<file path="config.mk">
export PLATFORM = sky130hd
export DESIGN_NAME = slpwdg_ctrl
export DESIGN_NICKNAME = d
export VERILOG_FILES = /design/src/rtl/slpwdg_pkg.sv /design/src/rtl/slpwdg_wake_sync.sv /design/src/rtl/slpwdg_ctlreg.sv /design/src/rtl/slpwdg_ost.sv /design/src/rtl/slpwdg_ctrl.sv
export SDC_FILE = /design/constraint.sdc
export NUM_CORES = 1
export LEC_CHECK = 0
export BUFFER_PORTS_ARGS = -buffer_cell sky130_fd_sc_hd__buf_2
export CORE_MARGIN = 3
export CORE_UTILIZATION = 35
export CTS_BUF_LIST = sky130_fd_sc_hd__clkbuf_4 sky130_fd_sc_hd__clkbuf_8
export DETAILED_ROUTE_END_ITERATION = 7
export PLACE_DENSITY = 0.66
export SYNTH_ARGS = -nofsm -noshare
export SYNTH_HDL_FRONTEND = slang
export SYNTH_SLANG_ARGS = --single-unit
</file>
<file path="constraint.sdc">
create_clock -name clk -period 2.1 [get_ports clk]
set_input_delay 0 -clock clk [delete_from_list [all_inputs] [get_ports clk]]
set_output_delay 0 -clock clk [all_outputs]
set_load 0.05 [all_outputs]
</file>
<file path="src/rtl/slpwdg_pkg.sv">
package slpwdg_pkg;

   localparam int CTL_REG_W = 8;
   localparam int CTL_USED_W = 4;

   localparam int BIT_WAKE_BLK = 0;
   localparam int BIT_RUN = 1;
   localparam int BIT_WDG_SW = 2;
   localparam int BIT_OPT_SENSE = 3;

   typedef struct packed {
      logic opt_sense;
      logic wdg_sw;
      logic run;
      logic wake_blk;
   } ctl_t;

   localparam ctl_t CTL_RESET = '{opt_sense: 1'b0, wdg_sw: 1'b1, run: 1'b1, wake_blk: 1'b1};

endpackage

</file>
<file path="src/rtl/slpwdg_wake_sync.sv">
module slpwdg_wake_sync #(
   parameter int NUM_WAKE = 8,
   parameter int SYNC_STAGES = 2
) (
   input  logic                clk,
   input  logic                rst_n,
   input  logic [NUM_WAKE-1:0] pins_i,
   output logic                fall_o
);

   logic [SYNC_STAGES-1:0][NUM_WAKE-1:0] stg_q;
   logic comb_now;
   logic comb_q;

   for (genvar s = 0; s < SYNC_STAGES; s++) begin : g_stage
      if (s == 0) begin : g_first
         always_ff @(posedge clk or negedge rst_n) begin
            if (!rst_n) stg_q[s] <= '1;
            else        stg_q[s] <= pins_i;
         end
      end else begin : g_next
         always_ff @(posedge clk or negedge rst_n) begin
            if (!rst_n) stg_q[s] <= '1;
            else        stg_q[s] <= stg_q[s-1];
         end
      end
   end

   if (NUM_WAKE == 1) begin : g_single
      assign comb_now = stg_q[SYNC_STAGES-1][0];
   end else begin : g_multi
      assign comb_now = &stg_q[SYNC_STAGES-1];
   end

   always_ff @(posedge clk or negedge rst_n) begin
      if (!rst_n) comb_q <= 1'b1;
      else        comb_q <= comb_now;
   end

   assign fall_o = comb_q & ~comb_now;

endmodule

</file>
<file path="src/rtl/slpwdg_ctlreg.sv">
module slpwdg_ctlreg
   import slpwdg_pkg::*;
(
   input  logic                  clk,
   input  logic                  rst_n,
   input  logic                  we_i,
   input  logic [CTL_USED_W-1:0] wdata_i,
   input  logic                  wake_fall_i,
   output ctl_t                  ctl_o,
   output logic                  run_rise_o
);

   ctl_t ctl_q;
   ctl_t ctl_n;
   logic wake_set;

   assign wake_set = wake_fall_i & ~ctl_q.wake_blk & ~ctl_q.run;

   always_comb begin
      ctl_n = ctl_q;
      if (we_i) ctl_n = ctl_t'(wdata_i);
      if (wake_set) ctl_n.run = 1'b1;
   end

   always_ff @(posedge clk or negedge rst_n) begin
      if (!rst_n) ctl_q <= CTL_RESET;
      else        ctl_q <= ctl_n;
   end

   assign run_rise_o = ~ctl_q.run & ctl_n.run;
   assign ctl_o = ctl_q;

endmodule

</file>
<file path="src/rtl/slpwdg_ost.sv">
module slpwdg_ost #(
   parameter int TICKS = 18
) (
   input  logic clk,
   input  logic rst_n,
   input  logic load_i,
   input  logic tick_i,
   output logic busy_o
);

   localparam int CNT_W = $clog2(TICKS + 1);
   localparam logic [CNT_W-1:0] LOAD_VAL = CNT_W'(TICKS);

   logic [CNT_W-1:0] cnt_q;

   always_ff @(posedge clk or negedge rst_n) begin
      if (!rst_n) begin
         cnt_q <= '0;
      end else if (load_i) begin
         cnt_q <= LOAD_VAL;
      end else if (tick_i && (cnt_q != '0)) begin
         cnt_q <= cnt_q - 1'b1;
      end
   end

   assign busy_o = (cnt_q != '0);

endmodule

</file>
<file path="src/rtl/slpwdg_ctrl.sv">
module slpwdg_ctrl
   import slpwdg_pkg::*;
#(
   parameter int NUM_WAKE = 8,
   parameter int SYNC_STAGES = 2,
   parameter int TICK_US = 1000,
   parameter int OST_US = 18000
) (
   input  logic                 clk,
   input  logic                 rst_n,
   input  logic                 reg_we,
   input  logic [CTL_REG_W-1:0] reg_wdata,
   output logic [CTL_REG_W-1:0] reg_rdata,
   input  logic [NUM_WAKE-1:0]  wake_pins_i,
   input  logic                 code_wdg_opt_i,
   input  logic                 tick_i,
   output logic                 osc_en_o,
   output logic                 cpu_run_o,
   output logic                 wdg_en_o,
   output logic                 opt_sense_en_o
);

   localparam int OST_TICKS = (OST_US + TICK_US / 2) / TICK_US;

   if (NUM_WAKE < 1) begin : g_bad_wake
      $error("slpwdg_ctrl: NUM_WAKE must be at least 1");
   end
   if (SYNC_STAGES < 1) begin : g_bad_sync
      $error("slpwdg_ctrl: SYNC_STAGES must be at least 1");
   end
   if (TICK_US < 1) begin : g_bad_tick
      $error("slpwdg_ctrl: TICK_US must be positive");
   end
   if (OST_TICKS < 1) begin : g_bad_ost
      $error("slpwdg_ctrl: start-up delay must be at least one tick");
   end

   ctl_t ctl;
   logic wake_fall;
   logic run_rise;
   logic ost_busy;
   logic unused_wdata_hi;

   assign unused_wdata_hi = ^reg_wdata[CTL_REG_W-1:CTL_USED_W];

   slpwdg_wake_sync #(
      .NUM_WAKE   (NUM_WAKE),
      .SYNC_STAGES(SYNC_STAGES)
   ) u_wake (
      .clk   (clk),
      .rst_n (rst_n),
      .pins_i(wake_pins_i),
      .fall_o(wake_fall)
   );

   slpwdg_ctlreg u_reg (
      .clk        (clk),
      .rst_n      (rst_n),
      .we_i       (reg_we),
      .wdata_i    (reg_wdata[CTL_USED_W-1:0]),
      .wake_fall_i(wake_fall),
      .ctl_o      (ctl),
      .run_rise_o (run_rise)
   );

   slpwdg_ost #(
      .TICKS(OST_TICKS)
   ) u_ost (
      .clk   (clk),
      .rst_n (rst_n),
      .load_i(run_rise),
      .tick_i(tick_i),
      .busy_o(ost_busy)
   );

   assign reg_rdata = {{(CTL_REG_W - CTL_USED_W){1'b0}}, ctl};
   assign osc_en_o = ctl.run;
   assign cpu_run_o = ctl.run & ~ost_busy;
   assign wdg_en_o = code_wdg_opt_i & ctl.wdg_sw & ctl.run;
   assign opt_sense_en_o = ctl.opt_sense;

endmodule

</file>
## Yosys cells after proc, flatten, opt, wreduce, memory -nomap -nowiden

Index checks and enable logic that the tools add are counted.

| storage, ports and cells | value |
|---|---|
| bits in registers | 26 |
| input bits | 21 |
| output and inout port bits | 12 |
| word-level logic and storage cells | 28 |

| cells by class | value |
|---|---|
| add/subtract/negate cells | 1 |
| mux-type cells | 4 |
| bitwise logic cells | 11 |
| reductions and logical operators | 4 |

Operators by type and width:

| operator | number |
|---|---|
| $mux W5 | 2 |
| $reduce_and A8 Y1 | 1 |
| $and A1 B1 Y1 | 7 |
| $reduce_bool A5 Y1 | 1 |
| $sub A5 B1 Y5 const B | 1 |
| $not A1 Y1 | 4 |
| $mux W2 | 1 |
| $reduce_bool A2 Y1 | 1 |
| $logic_and A1 B1 Y1 | 1 |
| $mux W1 | 1 |

## Depth between registers and ports, before layout

| logic depth | value |
|---|---|
| word-level depth | 8 |
| mapped depth | 6 |
| mapped depth without buffers | 6 |

## By module

From an unflattened synthesis, not the netlist that was laid out.

| second synthesis, totals | value |
|---|---|
| cell total of the unflattened synthesis | 69 |
| area, all modules | 960.9 µm² |

Modules (own cells, without submodules):

| module | times used | cells an instance | area each (µm²) | seq. area each (µm²) |
|---|---|---|---|---|
| slpwdg_wake_sync | 1 | 21 | 470.5 | 446.7 |
| slpwdg_ost | 1 | 27 | 260.2 | 125.1 |
| slpwdg_ctlreg | 1 | 12 | 166.4 | 103.8 |
| slpwdg_ctrl | 1 | 9 | 63.8 | 0.0 |

## Worst setup path after synthesis

Ideal clock, no wire load.

| timing | value |
|---|---|
| path type | reg2out |
| start point | reg u_ost.cnt_q[0] |
| end point | out cpu_run_o |
| arrival time | 1747 ps |
| data required time | 2100 ps |
| path slack | 353 ps |
| stages on the path, launching flop included | 5 |
| buffers on the path | 0 |
| cell sequence | dfrtp_1 inv_1 ha_1 or4b_4 nor2_1 |

| on the way | value |
|---|---|
| word-level cells in the longest chain between the ends | 3 |

Ends and longest elaborated chain:

| item | line | source |
|---|---|---|
| start: declaration | slpwdg_ost.sv:14 | `logic [CNT_W-1:0] cnt_q;` |
| start signal: assignment | slpwdg_ost.sv:22 | `cnt_q <= cnt_q - 1'b1;` |
| $reduce_bool A5 Y1 | slpwdg_ost.sv:26 | `assign busy_o = (cnt_q != '0);` |
| $not A1 Y1 | slpwdg_ctrl.sv:78 | `assign cpu_run_o = ctl.run & ~ost_busy;` |
| $and A1 B1 Y1 | slpwdg_ctrl.sv:78 |  |
| end: declaration | slpwdg_ctrl.sv:18 | `output logic cpu_run_o,` |

Every way passes these cells.

## Worst setup path in the final report

Ends and elaborated chain as after synthesis.

==> flow_summary.ini <==
[logic_synthesis]
yosys.area_share.xor_xnor = 0.0184
syn_area_um2 = 950
synth.top_cells.by_area = dfstp_2 (55%), dfrtp_1 (16%), buf_4 (4.7%), mux2_2 (3.6%), nor2_1 (2.4%)
synth_top_family_by_area = simple AND/OR/NAND/NOR gates
ys_ff_latch = 26
synth_simple_gate_area_frac = 0.113
yosysSeqAreaShare = 0.711
synth_top_cell_by_area = dfstp_2
synthCells = 67
synth_fa_ha_area_frac = 0.0132
avgSynthCellArea_um2 = 14.2
yosysUniqueCellTypes = 27
synth-compound-area-share = 0.0448
synth_top_area_frac = 0.553
synthMuxAreaShare = 0.0356
yosysWarnings = 0

[power]
pwr-share-comb = 0.259
ir_worst_vdd_uv = 608
powerDensity_nw_per_um2 = 894
power.switching_mw = 0.337
seq_power_share = 0.551
total_power_mw = 1.14
p_leak_nw = 0.579
clkPwrFrac = 0.190
sw_frac_of_total = 0.296
p_int_mw = 0.802

[timing]
fmax_mhz = 532
fin_crit_sh = 0.895
hold_viol = 0
relSlewSlack = 0.649
tightest_slew_ns = 0.527
setup_viol = 0
min_period_ns = 1.88
maxSlewViolCount = 0
clock_skew_ns = 0.0111
tns_ns = 0
rsz0062_at_grt = false

[min_path]
hp-class = in -> reg
min_path_cells = 3

[placement]
gp_congestion = 0.614
hpwl_um = 1000
io_buffers = 24

[floorplan]
design.core.area_um2 = 2520
num_io_pins = 33
die_h_um = 58.1
start_util = 0.376
dieArea_um2 = 3370
rows = 18
die_w_um = 58.1

[grt]
grt_first_pass_wirelength_um = 2560
antenna_found_initial = 0
grt_max_degree = 27
gr-total-overflow = 0
grt_pass1_vias = 628
gr-max-usage-layer = met2
met1_usage = 0.119
grtUsageMet3 = 0.0267
met2_usage = 0.177
grt_use_total = 0.100

[worst_setup_path]
startpoint_type = flip-flop
rrSetupSlack_ns = 0.37
r2r_start = u_ost.cnt_q[0]$_DFFE_PN0P_
path_class = reg -> out
rr_worst_depth = 6
worstPathRequired_ns = 2.10
rr_endpoint = u_ost.cnt_q[1]$_DFFE_PN0P_
cp_max_fo = 4
endpoint_kind = output pin
critPathLaunch = u_ost.cnt_q[0]$_DFFE_PN0P_
crit_end = cpu_run_o
cp.arrival_ns = 1.88

[routing]
drtPass1Iterations = 3
drtIter0Drc = 4
drc = 0
vias_per_cell = 4.35
vias = 605
wl_per_cell_um = 10.7
drt_wl_total_um = 1490
antenna_left = 0

[clock_tree]
post_cts_buffers = 0
clk_pin_slew_ns = 0.13
cts_tree = built
clock_sinks = 26
htree_levels = 1
cts_made_buffers = 3
cts_root_buffer = clkbuf_4
clock_path_buffers = 2
clk_latency_ns = 0.31

[run]
cap_viol_max_count = 0

[finish]
multiInputGateArea_um2 = 229
drive_gt1_frac = 0.495
final_common_cell = buf_2
antenna_cells = 0
area_delta_synth_final_pct = 34.1
fill_cells = 216
nets = 132
seqCellArea_um2 = 676
layout_common_cells = buf_2 (24), dfstp_2 (20), dlygate4sd3_1 (17)

[run_status]
status = completed
-- registers in the layout, indices dropped and copies added, names as in the netlist --
| register | cells |
|---|---|
| u_ost.cnt_q | 5 |
| u_wake.comb_q | 1 |
| u_reg.ctl_o | 4 |
| u_wake.stg_q | 16 |
-- power by group through the flow --
stage / registers, mW / logic [mW] / clock network, mW
3_3_place_gp: 0.631 / 0.257 / 0
2_1_floorplan: 0.653 / 0.188 / 0
6_report: 0.627 / 0.295 / 0.216
4_1_cts: 0.628 / 0.298 / 0.228
5_1_grt: 0.636 / 0.331 / 0.252
3_5_place_dp: 0.637 / 0.270 / 0
-- synth_stat cells --
| cell type | count |
|---|---|
| a211o_1 | 1 |
| a21o_1 | 1 |
| a21oi_1 | 1 |
| a32oi_1 | 1 |
| and2b_2 | 1 |
| and3_1 | 1 |
| buf_4 | 6 |
| conb_1 | 1 |
| dfrtp_1 | 6 |
| dfstp_2 | 20 |
| ha_1 | 1 |
| inv_1 | 3 |
| mux2_2 | 3 |
| nand2_1 | 2 |
| nand2_2 | 1 |
| nand2b_1 | 1 |
| nand3_1 | 1 |
| nand3b_1 | 1 |
| nand4_1 | 2 |
| nor2_1 | 6 |
| nor2b_1 | 1 |
| nor3_1 | 1 |
| o211ai_1 | 1 |
| o21ai_0 | 1 |
| or4b_4 | 1 |
| xnor2_1 | 1 |
| xor2_1 | 1 |
-- stage by stage --
stage          cell area (um^2)  hold slack, ns  instances   util  worst slack (ns)
5_1_grt                    1270          0.0399        139  0.505            0.0952
3_3_place_gp               1070         0.00103        118  0.426             0.457
4_1_cts                    1270          0.0228        139  0.505             0.197
6_report                   1270          0.0298        139  0.505             0.221
3_5_place_dp               1070          0.0134        118  0.426             0.387
2_1_floorplan               961          -0.296         70      -             0.353
-- cell families (layout without fill, tap and decap cells) --
group           count (synthesis)  in the layout
compound gates                  6              6
fa+ha+maj                       1              1
buf+inv                         9             48
other cells                     1              4
xor+xnor                        2              2
simple gates                   19             19
flops                          26             26
mux                             3              3
-- worst max-delay path: stages, from the launching register on --
cell and delay [ns]:
dfrtp_1 0.40, inv_1 0.09, ha_1 0.21, or4b_4 0.51, nor2_1 0.10, buf_2 0.26
-- layer usage --
layer  routed length (um)  vias up
li1                     -      297
met1                  646      285
met2                  747       21
met3                   87        2
met4                    5        0
met5                    0        -
-- area by class of cell --
type	count	share of cell area
flip-flops and latches	26	0.530
repair buffers	41	0.228
multi-input cells	35	0.180
well taps	30	0.0295
clock buffers	4	0.0236
inverters	3	0.00884
-- repair_timing --
action | in CTS | in global routing
resized for setup | 0 | 0
hold endpoints to repair | 18 | 0
hold buffers | 17 | 0
-- how the worst min path moves through the flow --
stage,start,to,slack (ns)
global placement,rst_n,u_reg.ctl_o[3]$_DFFE_PN0P_,0.001
detailed placement,rst_n,u_reg.ctl_o[3]$_DFFE_PN0P_,0.01
floorplan,rst_n,u_ost.cnt_q[0]$_DFFE_PN0P_,-0.30
CTS,reg_we,u_reg.ctl_o[1]$_DFF_PN1_,0.02
finish,tick_i,u_ost.cnt_q[2]$_DFFE_PN0P_,0.03
global route,tick_i,u_ost.cnt_q[4]$_DFFE_PN0P_,0.04
Power figures use the tool's default switching activity.
